File: src/rtl/sram_ctl_pkg.sv
`timescale 1ns/1ps
package sram_ctl_pkg;

   typedef enum logic [2:0] {
      PH_IDLE,
      PH_RD_SETUP,
      PH_RD_ACCESS,
      PH_WR_SETUP,
      PH_WR_STROBE,
      PH_WR_RECOV
   } phase_e;

   typedef struct packed {
      logic sel_n;
      logic we_n;
      logic od_hi;
      logic drive;
   } strobe_t;

   function automatic int ns_to_cyc(input int ns, input int clk_ns);
      return (ns + clk_ns - 1) / clk_ns;
   endfunction

   function automatic int imax(input int a, input int b);
      return (a > b) ? a : b;
   endfunction

   function automatic strobe_t pins_of(input phase_e ph);
      strobe_t s;
      s = '{sel_n: 1'b1, we_n: 1'b1, od_hi: 1'b1, drive: 1'b0};
      case (ph)
         PH_RD_ACCESS: begin
            s.sel_n = 1'b0;
            s.od_hi = 1'b0;
         end
         PH_WR_SETUP,
         PH_WR_RECOV:  s.drive = 1'b1;
         PH_WR_STROBE: begin
            s.sel_n = 1'b0;
            s.we_n  = 1'b0;
            s.drive = 1'b1;
         end
         default: ;
      endcase
      return s;
   endfunction

endpackage

File: src/rtl/sram_phase_timer.sv
`timescale 1ns/1ps
module sram_phase_timer #(
   parameter int CNT_W = 5
) (
   input  logic             clk,
   input  logic             rst_n,
   input  logic             load,
   input  logic [CNT_W-1:0] load_val,
   output logic             expired
);

   logic [CNT_W-1:0] cnt_q;

   always_ff @(posedge clk or negedge rst_n) begin
      if (!rst_n)             cnt_q <= '0;
      else if (load)          cnt_q <= load_val;
      else if (cnt_q != '0)   cnt_q <= cnt_q - 1'b1;
   end

   assign expired = (cnt_q == '0);

   // phase lengths depend on a strict one-per-clock count down
   assert_timer_step_R7: assert property (@(posedge clk) disable iff (!rst_n)
      (!load && cnt_q != '0) |=> (cnt_q == $past(cnt_q) - 1'b1));

endmodule

File: src/rtl/sram_bus_regs.sv
`timescale 1ns/1ps
module sram_bus_regs #(
   parameter int ADDR_W = 8,
   parameter int DATA_W = 4
) (
   input  logic              clk,
   input  logic              rst_n,
   input  logic              accept,
   input  logic              capture,
   input  logic [ADDR_W-1:0] req_addr,
   input  logic [DATA_W-1:0] req_wdata,
   input  logic [DATA_W-1:0] mem_rdata,
   output logic [ADDR_W-1:0] mem_addr,
   output logic [DATA_W-1:0] mem_wdata,
   output logic [DATA_W-1:0] rd_data
);

   always_ff @(posedge clk or negedge rst_n) begin
      if (!rst_n) begin
         mem_addr  <= '0;
         mem_wdata <= '0;
      end else if (accept) begin
         mem_addr  <= req_addr;
         mem_wdata <= req_wdata;
      end
   end

   always_ff @(posedge clk or negedge rst_n) begin
      if (!rst_n)       rd_data <= '0;
      else if (capture) rd_data <= mem_rdata;
   end

   // returned data moves only on a capture
   assert_rdata_hold_R4: assert property (@(posedge clk) disable iff (!rst_n)
      !$past(capture) |-> $stable(rd_data));

endmodule

File: src/rtl/sram_cycle_fsm.sv
`timescale 1ns/1ps
module sram_cycle_fsm
   import sram_ctl_pkg::*;
#(
   parameter int CNT_W   = 5,
   parameter int LEN_AS  = 1,
   parameter int LEN_RC  = 23,
   parameter int LEN_WS  = 7,
   parameter int LEN_WP  = 13,
   parameter int LEN_WR  = 3,
   parameter bit OUT_REG = 1'b1
) (
   input  logic             clk,
   input  logic             rst_n,
   input  logic             req_valid,
   input  logic             req_write,
   input  logic             expired,
   output logic             ready,
   output logic             accept,
   output logic             load,
   output logic [CNT_W-1:0] load_val,
   output logic             capture,
   output logic             done,
   output strobe_t          stb
);

   localparam logic [CNT_W-1:0] LD_AS = CNT_W'(LEN_AS - 1);
   localparam logic [CNT_W-1:0] LD_RC = CNT_W'(LEN_RC - 1);
   localparam logic [CNT_W-1:0] LD_WS = CNT_W'(LEN_WS - 1);
   localparam logic [CNT_W-1:0] LD_WP = CNT_W'(LEN_WP - 1);
   localparam logic [CNT_W-1:0] LD_WR = CNT_W'(LEN_WR - 1);

   phase_e phase_q, phase_d;
   logic   finish;

   always_comb begin
      phase_d  = phase_q;
      load     = 1'b0;
      load_val = '0;
      capture  = 1'b0;
      finish   = 1'b0;
      case (phase_q)
         PH_IDLE: if (req_valid) begin
            load = 1'b1;
            if (req_write) begin
               phase_d  = PH_WR_SETUP;
               load_val = LD_WS;
            end else begin
               phase_d  = PH_RD_SETUP;
               load_val = LD_AS;
            end
         end
         PH_RD_SETUP: if (expired) begin
            phase_d  = PH_RD_ACCESS;
            load     = 1'b1;
            load_val = LD_RC;
         end
         PH_RD_ACCESS: if (expired) begin
            phase_d = PH_IDLE;
            capture = 1'b1;
         end
         PH_WR_SETUP: if (expired) begin
            phase_d  = PH_WR_STROBE;
            load     = 1'b1;
            load_val = LD_WP;
         end
         PH_WR_STROBE: if (expired) begin
            phase_d  = PH_WR_RECOV;
            load     = 1'b1;
            load_val = LD_WR;
         end
         PH_WR_RECOV: if (expired) begin
            phase_d = PH_IDLE;
            finish  = 1'b1;
         end
         default: phase_d = PH_IDLE;
      endcase
   end

   always_ff @(posedge clk or negedge rst_n) begin
      if (!rst_n) begin
         phase_q <= PH_IDLE;
         done    <= 1'b0;
      end else begin
         phase_q <= phase_d;
         done    <= capture | finish;
      end
   end

   assign ready  = (phase_q == PH_IDLE);
   assign accept = ready & req_valid;

   generate
      if (OUT_REG) begin : g_pin_reg
         strobe_t stb_q;
         always_ff @(posedge clk or negedge rst_n) begin
            if (!rst_n) stb_q <= pins_of(PH_IDLE);
            else        stb_q <= pins_of(phase_d);
         end
         assign stb = stb_q;
      end else begin : g_pin_comb
         assign stb = pins_of(phase_q);
      end
   endgenerate

   // checker counters for pulse widths and leads
   logic [15:0] we_low_cnt, od_hi_cnt, after_rise_cnt;
   always_ff @(posedge clk or negedge rst_n) begin
      if (!rst_n) begin
         we_low_cnt     <= '0;
         od_hi_cnt      <= '0;
         after_rise_cnt <= '0;
      end else begin
         we_low_cnt     <= stb.we_n ? '0 : (&we_low_cnt ? we_low_cnt : we_low_cnt + 1'b1);
         od_hi_cnt      <= !stb.od_hi ? '0 : (&od_hi_cnt ? od_hi_cnt : od_hi_cnt + 1'b1);
         after_rise_cnt <= !stb.we_n ? '0 : (&after_rise_cnt ? after_rise_cnt : after_rise_cnt + 1'b1);
      end
   end

   assert_strobe_width_R6: assert property (@(posedge clk) disable iff (!rst_n)
      $rose(stb.we_n) |-> (we_low_cnt >= 16'(LEN_WP)));

   assert_od_lead_R5: assert property (@(posedge clk) disable iff (!rst_n)
      $fell(stb.we_n) |-> (od_hi_cnt >= 16'(LEN_WS)));

   assert_recovery_R7: assert property (@(posedge clk) disable iff (!rst_n)
      $fell(stb.drive) |-> (after_rise_cnt >= 16'(LEN_WR)));

   assert_no_strobe_unless_od_R9: assert property (@(posedge clk) disable iff (!rst_n)
      !stb.we_n |-> stb.od_hi);

   assert_od_low_only_read_R9: assert property (@(posedge clk) disable iff (!rst_n)
      !stb.od_hi |-> (!stb.sel_n && stb.we_n && !stb.drive));

   assert_done_single_R8: assert property (@(posedge clk) disable iff (!rst_n)
      done |=> !done);

   assert_busy_after_accept_R2: assert property (@(posedge clk) disable iff (!rst_n)
      (ready && req_valid) |=> !ready);

endmodule

File: src/rtl/sram_cycle_ctrl.sv
`timescale 1ns/1ps
module sram_cycle_ctrl
   import sram_ctl_pkg::*;
#(
   parameter int ADDR_W    = 8,
   parameter int DATA_W    = 4,
   parameter int CLK_NS    = 20,
   parameter int T_AS_NS   = 20,
   parameter int T_RC_NS   = 450,
   parameter int T_AW_NS   = 130,
   parameter int T_ODS_NS  = 130,
   parameter int T_WP_NS   = 250,
   parameter int T_DW_NS   = 250,
   parameter int T_DH_NS   = 50,
   parameter int T_WR_NS   = 50,
   parameter int T_WC_NS   = 450,
   parameter bit OUT_REG   = 1'b1
) (
   input  logic              clk,
   input  logic              rst_n,
   input  logic              req_valid,
   input  logic              req_write,
   input  logic [ADDR_W-1:0] req_addr,
   input  logic [DATA_W-1:0] req_wdata,
   output logic              req_ready,
   output logic              rsp_done,
   output logic [DATA_W-1:0] rsp_rdata,
   output logic [ADDR_W-1:0] mem_addr,
   output logic              mem_sel_n,
   output logic              mem_we_n,
   output logic              mem_od_hi,
   output logic [DATA_W-1:0] mem_wdata,
   output logic              mem_wdata_en,
   input  logic [DATA_W-1:0] mem_rdata
);

   localparam int C_AS  = ns_to_cyc(T_AS_NS,  CLK_NS);
   localparam int C_RC  = ns_to_cyc(T_RC_NS,  CLK_NS);
   localparam int C_AW  = ns_to_cyc(T_AW_NS,  CLK_NS);
   localparam int C_ODS = ns_to_cyc(T_ODS_NS, CLK_NS);
   localparam int C_WP  = ns_to_cyc(T_WP_NS,  CLK_NS);
   localparam int C_DW  = ns_to_cyc(T_DW_NS,  CLK_NS);
   localparam int C_DH  = ns_to_cyc(T_DH_NS,  CLK_NS);
   localparam int C_WR  = ns_to_cyc(T_WR_NS,  CLK_NS);
   localparam int C_WC  = ns_to_cyc(T_WC_NS,  CLK_NS);

   localparam int LEN_AS  = imax(C_AS, 1);
   localparam int LEN_RC  = imax(C_RC, 1);
   localparam int LEN_WS  = imax(imax(C_AS, C_AW), imax(C_ODS, 1));
   localparam int LEN_WP  = imax(imax(C_WP, C_DW), 1);
   localparam int LEN_WR  = imax(imax(C_DH, C_WR), imax(C_WC - LEN_WS - LEN_WP, 1));
   localparam int LEN_MAX = imax(imax(LEN_AS, LEN_RC), imax(imax(LEN_WS, LEN_WP), LEN_WR));
   localparam int CNT_W   = $clog2(LEN_MAX + 1);

   generate
      if (CLK_NS < 1) begin : g_bad_clk
         $error("CLK_NS must be positive");
      end
      if (ADDR_W < 1 || DATA_W < 1) begin : g_bad_width
         $error("ADDR_W and DATA_W must be positive");
      end
      if (T_AS_NS < 0 || T_RC_NS < 0 || T_AW_NS < 0 || T_ODS_NS < 0 ||
          T_WP_NS < 0 || T_DW_NS < 0 || T_DH_NS < 0 || T_WR_NS < 0 ||
          T_WC_NS < 0) begin : g_bad_timing
         $error("timing minimums must not be negative");
      end
   endgenerate

   logic             accept, load, expired, capture;
   logic [CNT_W-1:0] load_val;
   strobe_t          stb;

   sram_phase_timer #(.CNT_W(CNT_W)) u_timer (
      .clk      (clk),
      .rst_n    (rst_n),
      .load     (load),
      .load_val (load_val),
      .expired  (expired)
   );

   sram_cycle_fsm #(
      .CNT_W   (CNT_W),
      .LEN_AS  (LEN_AS),
      .LEN_RC  (LEN_RC),
      .LEN_WS  (LEN_WS),
      .LEN_WP  (LEN_WP),
      .LEN_WR  (LEN_WR),
      .OUT_REG (OUT_REG)
   ) u_fsm (
      .clk       (clk),
      .rst_n     (rst_n),
      .req_valid (req_valid),
      .req_write (req_write),
      .expired   (expired),
      .ready     (req_ready),
      .accept    (accept),
      .load      (load),
      .load_val  (load_val),
      .capture   (capture),
      .done      (rsp_done),
      .stb       (stb)
   );

   sram_bus_regs #(.ADDR_W(ADDR_W), .DATA_W(DATA_W)) u_regs (
      .clk       (clk),
      .rst_n     (rst_n),
      .accept    (accept),
      .capture   (capture),
      .req_addr  (req_addr),
      .req_wdata (req_wdata),
      .mem_rdata (mem_rdata),
      .mem_addr  (mem_addr),
      .mem_wdata (mem_wdata),
      .rd_data   (rsp_rdata)
   );

   assign mem_sel_n    = stb.sel_n;
   assign mem_we_n     = stb.we_n;
   assign mem_od_hi    = stb.od_hi;
   assign mem_wdata_en = stb.drive;

   // address held while a cycle runs
   assert_addr_hold_R11: assert property (@(posedge clk) disable iff (!rst_n)
      (!req_ready && !$past(req_ready)) |-> $stable(mem_addr));

   // write data frozen while driven
   assert_wdata_hold_R10: assert property (@(posedge clk) disable iff (!rst_n)
      (mem_wdata_en && $past(mem_wdata_en)) |-> $stable(mem_wdata));

   // drive only inside a busy cycle
   assert_drive_busy_R10: assert property (@(posedge clk) disable iff (!rst_n)
      mem_wdata_en |-> !req_ready);

endmodule

File: config.mk
export PLATFORM = sky130hd
export DESIGN_NAME = sram_cycle_ctrl
export DESIGN_NICKNAME = d
export VERILOG_FILES = /design/src/rtl/sram_ctl_pkg.sv /design/src/rtl/sram_phase_timer.sv /design/src/rtl/sram_bus_regs.sv /design/src/rtl/sram_cycle_fsm.sv /design/src/rtl/sram_cycle_ctrl.sv
export SDC_FILE = /design/constraint.sdc
export NUM_CORES = 1
export LEC_CHECK = 0
export BUFFER_PORTS_ARGS = -buffer_cell sky130_fd_sc_hd__buf_2
export CAP_MARGIN = 20
export CORE_MARGIN = 2
export CORE_UTILIZATION = 54
export DETAILED_ROUTE_END_ITERATION = 10
export GPL_TIMING_DRIVEN = 0
export PLACE_DENSITY = 0.91
export SYNTH_ARGS = -nofsm -noshare
export SYNTH_HDL_FRONTEND = slang
export SYNTH_HIERARCHICAL = 1
export SYNTH_SLANG_ARGS = --single-unit
File: constraint.sdc
create_clock -name clk -period 6.1 [get_ports clk]
set_input_delay 0.61 -clock clk [delete_from_list [all_inputs] [get_ports clk]]
set_output_delay 0.61 -clock clk [all_outputs]
set_load 0.005 [all_outputs]
==> metrics.md <==
| Metric | Value |
|---|---|
| Min cycle time layout | 2310 ps |
| Router iterations before antenna repair | 4 |
| Critical Path Sink Type | register |
| Area Growth Syn to Fin | 20.4% |
| Die Y | 55.6 um |
| Final Skew | 4.76 ps |
| Synth Net Count | 140 |
| Highest clock rate | 432 MHz |
| RR Startpoint | u_timer/cnt_q[0] |
| Reg-to-Reg End | u_timer/cnt_q[4] |
| Resized cells post-CTS | 0 |
| Library cells used by synthesis | 38 |
| Async set-reset flop share out of synthesis | 1.00 |
| HP Class | in2async |
| Placed Cells incl. Taps | 190 |
| Pins Over Slew Limit | 0 |
| Setup Fix Bufs, Post-CTS | 0 |
| Pre-CTS worst setup slack | 3780 ps |
| Sequential share of power | 0.373 |
| Top Ports | 42 |
| Routed via count | 1064 |
| Overall routing resource usage | 0.193 |
| Nets | 188 |
| Antenna Cells | 0 |
| Crit start category | register |
| Clk sinks | 29 |
| Synthesized flop and latch total | 29 |
| Global-route wire length before repair | 4.66 mm |
| P_sw | 323 uW |
| Post-synth EDFFs | 0 |
| Pwr Total | 887 uW |
| Logic gate share of total power | 0.505 |
| Sw frac | 0.364 |
| Clk pwr share | 0.121 |
| Max Root-Sink Buffers | 2 |
| Clock insertion delay at the later pin of the skew report | 320 ps |
| Grt ovf | 0 |
| Worst-path maximum fanout | 10 |
| # fillers | 174 |
| DP Area | 0.00168 mm2 |
| Post-DP HPWL | 1.99 mm |
| Outcome | finished, final reports clean |
| Initial core utilization | 0.576 |
| PD cells | 512 mW/mm2 |
| GP Congestion | 0.890 |
| Internal reg-to-reg setup slack | 3790 ps |
| Root Buffer | clkbuf_4 |
| Netlist Area Pre-Place | 0.00144 mm2 |
| Wire length per cell | 13.7 um |
| Seq/Total Area, Yosys | 0.507 |
| H-Tree Depth | 2 |
| Final non-filler cell total | 198 |
| CTS clock-pin slew for the worst setup and hold paths | 90 ps |
| Ys Warns | 6 |
| Final Hold Fails | 0 |
| # DRC | 0 |
| Final antenna-violating net count | 0 |
| DIE AREA | 0.00309 mm2 |
| PortBufs | 41 |
| Synth Instances | 119 |
| Final setup vio count | 0 |
| Seq. cell area | 729 um2 |
| Vias in the first global route | 1047 |
| CP startpoint | u_timer/cnt_q[0] |
| Max cap viols | 0 |
| CP Class | reg2reg |
| Hold_buf cts | 0 |
| Largest net degree at the start of global routing | 30 |
| Tightest Pin Transition | 625 ps |
| Via density | 5.37 |
| 1st-iter DRT viols | 35 |
| Syn avg cell area | 12.1 um2 |
| Power Internal | 564 uW |
| Multi-input gate area | 631 um2 |
| Unrepaired setup endpoints after global routing | false |
| Final hold slack | 297 ps |
| Initial antenna violation count | 0 |
| Pleak | 0.835 nW |
| Ys flop type | dfrtp_1 |
| Worst Reg-to-Reg Cells | 8 |
| Final non-filler cell area | 0.00173 mm2 |
| Worst EP arrival | 2500 ps |
| Core footprint | 0.00250 mm2 |
| Die W | 55.6 um |
| Max transition margin | 0.583 |
| PnR worst setup slack | 3790 ps |
| Final WL | 2.72 mm |
| Layout cells sized above 1 | 0.488 |
| Peak supply drop | 318 uV |
| CTS tree | yes |
| CTS Buf Count | 5 |
| Worst EP required | 6280 ps |
| Part of the cycle the worst path needs | 0.379 |
| Setup TNS | 0 ps |
| Core Rows | 18 |
| Final core area utilization | 0.693 |
[final cells by class]
cell class                      count  area share
Tap cell                           30      0.0217
Inverter                            3     0.00650
Clock inverter                      2     0.00578
Multi-Input combinational cell     78       0.364
Buffer                              9      0.0390
Timing Repair Buffer               41       0.118
Sequential cell                    29       0.421
Clock buffer                        6      0.0238
[power by group through the flow]
stage	logic, mW	clock network (mW)	registers [mW]
after floorplan	0.315	0	0.337
after global placement	0.430	0	0.327
after detailed placement	0.450	0	0.336
after CTS	0.451	0.114	0.333
after global routing	0.486	0.124	0.342
final	0.448	0.108	0.331
[metal layers]
metal,routed length (um),GRT usage,share of wire,vias to the layer above
met5,0,0,0,-
met4,4,0.0627,0.0015,0
met3,243,0.0814,0.089,2
met2,1290,0.308,0.47,55
met1,1180,0.237,0.43,500
li1,-,-,-,507
[worst max-delay path by stage]
| stage | depth (start not counted) | slack (ps) | to |
|---|---|---|---|
| after global placement | 8 | 3880 | u_timer/cnt_q[4] |
| after CTS | 8 | 3770 | u_timer/cnt_q[4] |
| after global routing | 8 | 3600 | u_timer/cnt_q[4] |
| after detailed placement | 8 | 3780 | u_timer/cnt_q[4] |
| after floorplan | 8 | 4080 | u_timer/cnt_q[4] |
| final | 8 | 3790 | u_timer/cnt_q[4] |
[sequential cells by signal (all words and copies together), names as in the netlist]
signal            cells
u_fsm/stb             4
u_fsm/phase_q         3
u_regs/rd_data        4
u_timer/cnt_q         5
u_regs/mem_wdata      4
u_regs/mem_addr       8
u_fsm/done            1
[layout by cell type, fill, tap and decap left out, drive strengths merged]
cell type,Yosys,routed
a21boi,1,1
a21oi,6,6
a32oi,1,1
and2,2,2
and3,1,1
buf,8,49
clkbuf,1,7
clkinv,0,2
conb,1,1
dfrtp,26,26
dfstp,3,3
ha,1,1
inv,3,3
mux2,17,17
nand2,10,10
nand2b,1,1
nand3,1,1
nand3b,1,1
nor2,8,8
nor2b,2,2
nor3,4,4
nor3b,1,1
nor4b,1,1
o21a,2,2
o21ai,4,4
o21bai,2,2
o31a,1,1
o31ai,3,3
o32ai,2,2
xnor2,3,3
xor2,2,2
[cell families (layout without fill, tap and decap cells)]
kind of cell	count (synthesis)	count (layout)	synth area share
XOR/XNOR	5	5	0.0304
other	1	1	0.00261
multiplexers	17	17	0.159
flip-flops	29	29	0.507
buffers and inverters	12	61	0.0548
AND/OR/NAND/NOR	32	32	0.129
AO/OA/AOI/OAI	22	22	0.109
adder cells (fa/ha/maj)	1	1	0.00869
[worst max-delay path, stage by stage (launching register included)]
cell	delay [ps]
dfrtp_1	390
inv_1	90
ha_1	220
nor4b_4	410
buf_4	250
a21oi_1	70
o32ai_1	210
clkbuf_1	360
o21ai_0	160
[synth_stat cells, drive strengths merged (2+ instances only)]
master  number  area (um2)
a21oi        6        30.0
and2         2        12.5
buf          8        63.8
dfrtp       26         651
dfstp        3        78.8
inv          3        11.3
mux2        17         229
nand2       10        40.0
nor2         8        30.0
nor2b        2        15.0
nor3         4        20.0
o21a         2        15.0
o21ai        4        23.8
o21bai       2        15.0
o31ai        3        22.5
o32ai        2        25.0
xnor2        3        26.3
xor2         2        17.5
No activity file was read; power rests on OpenSTA's default activity.
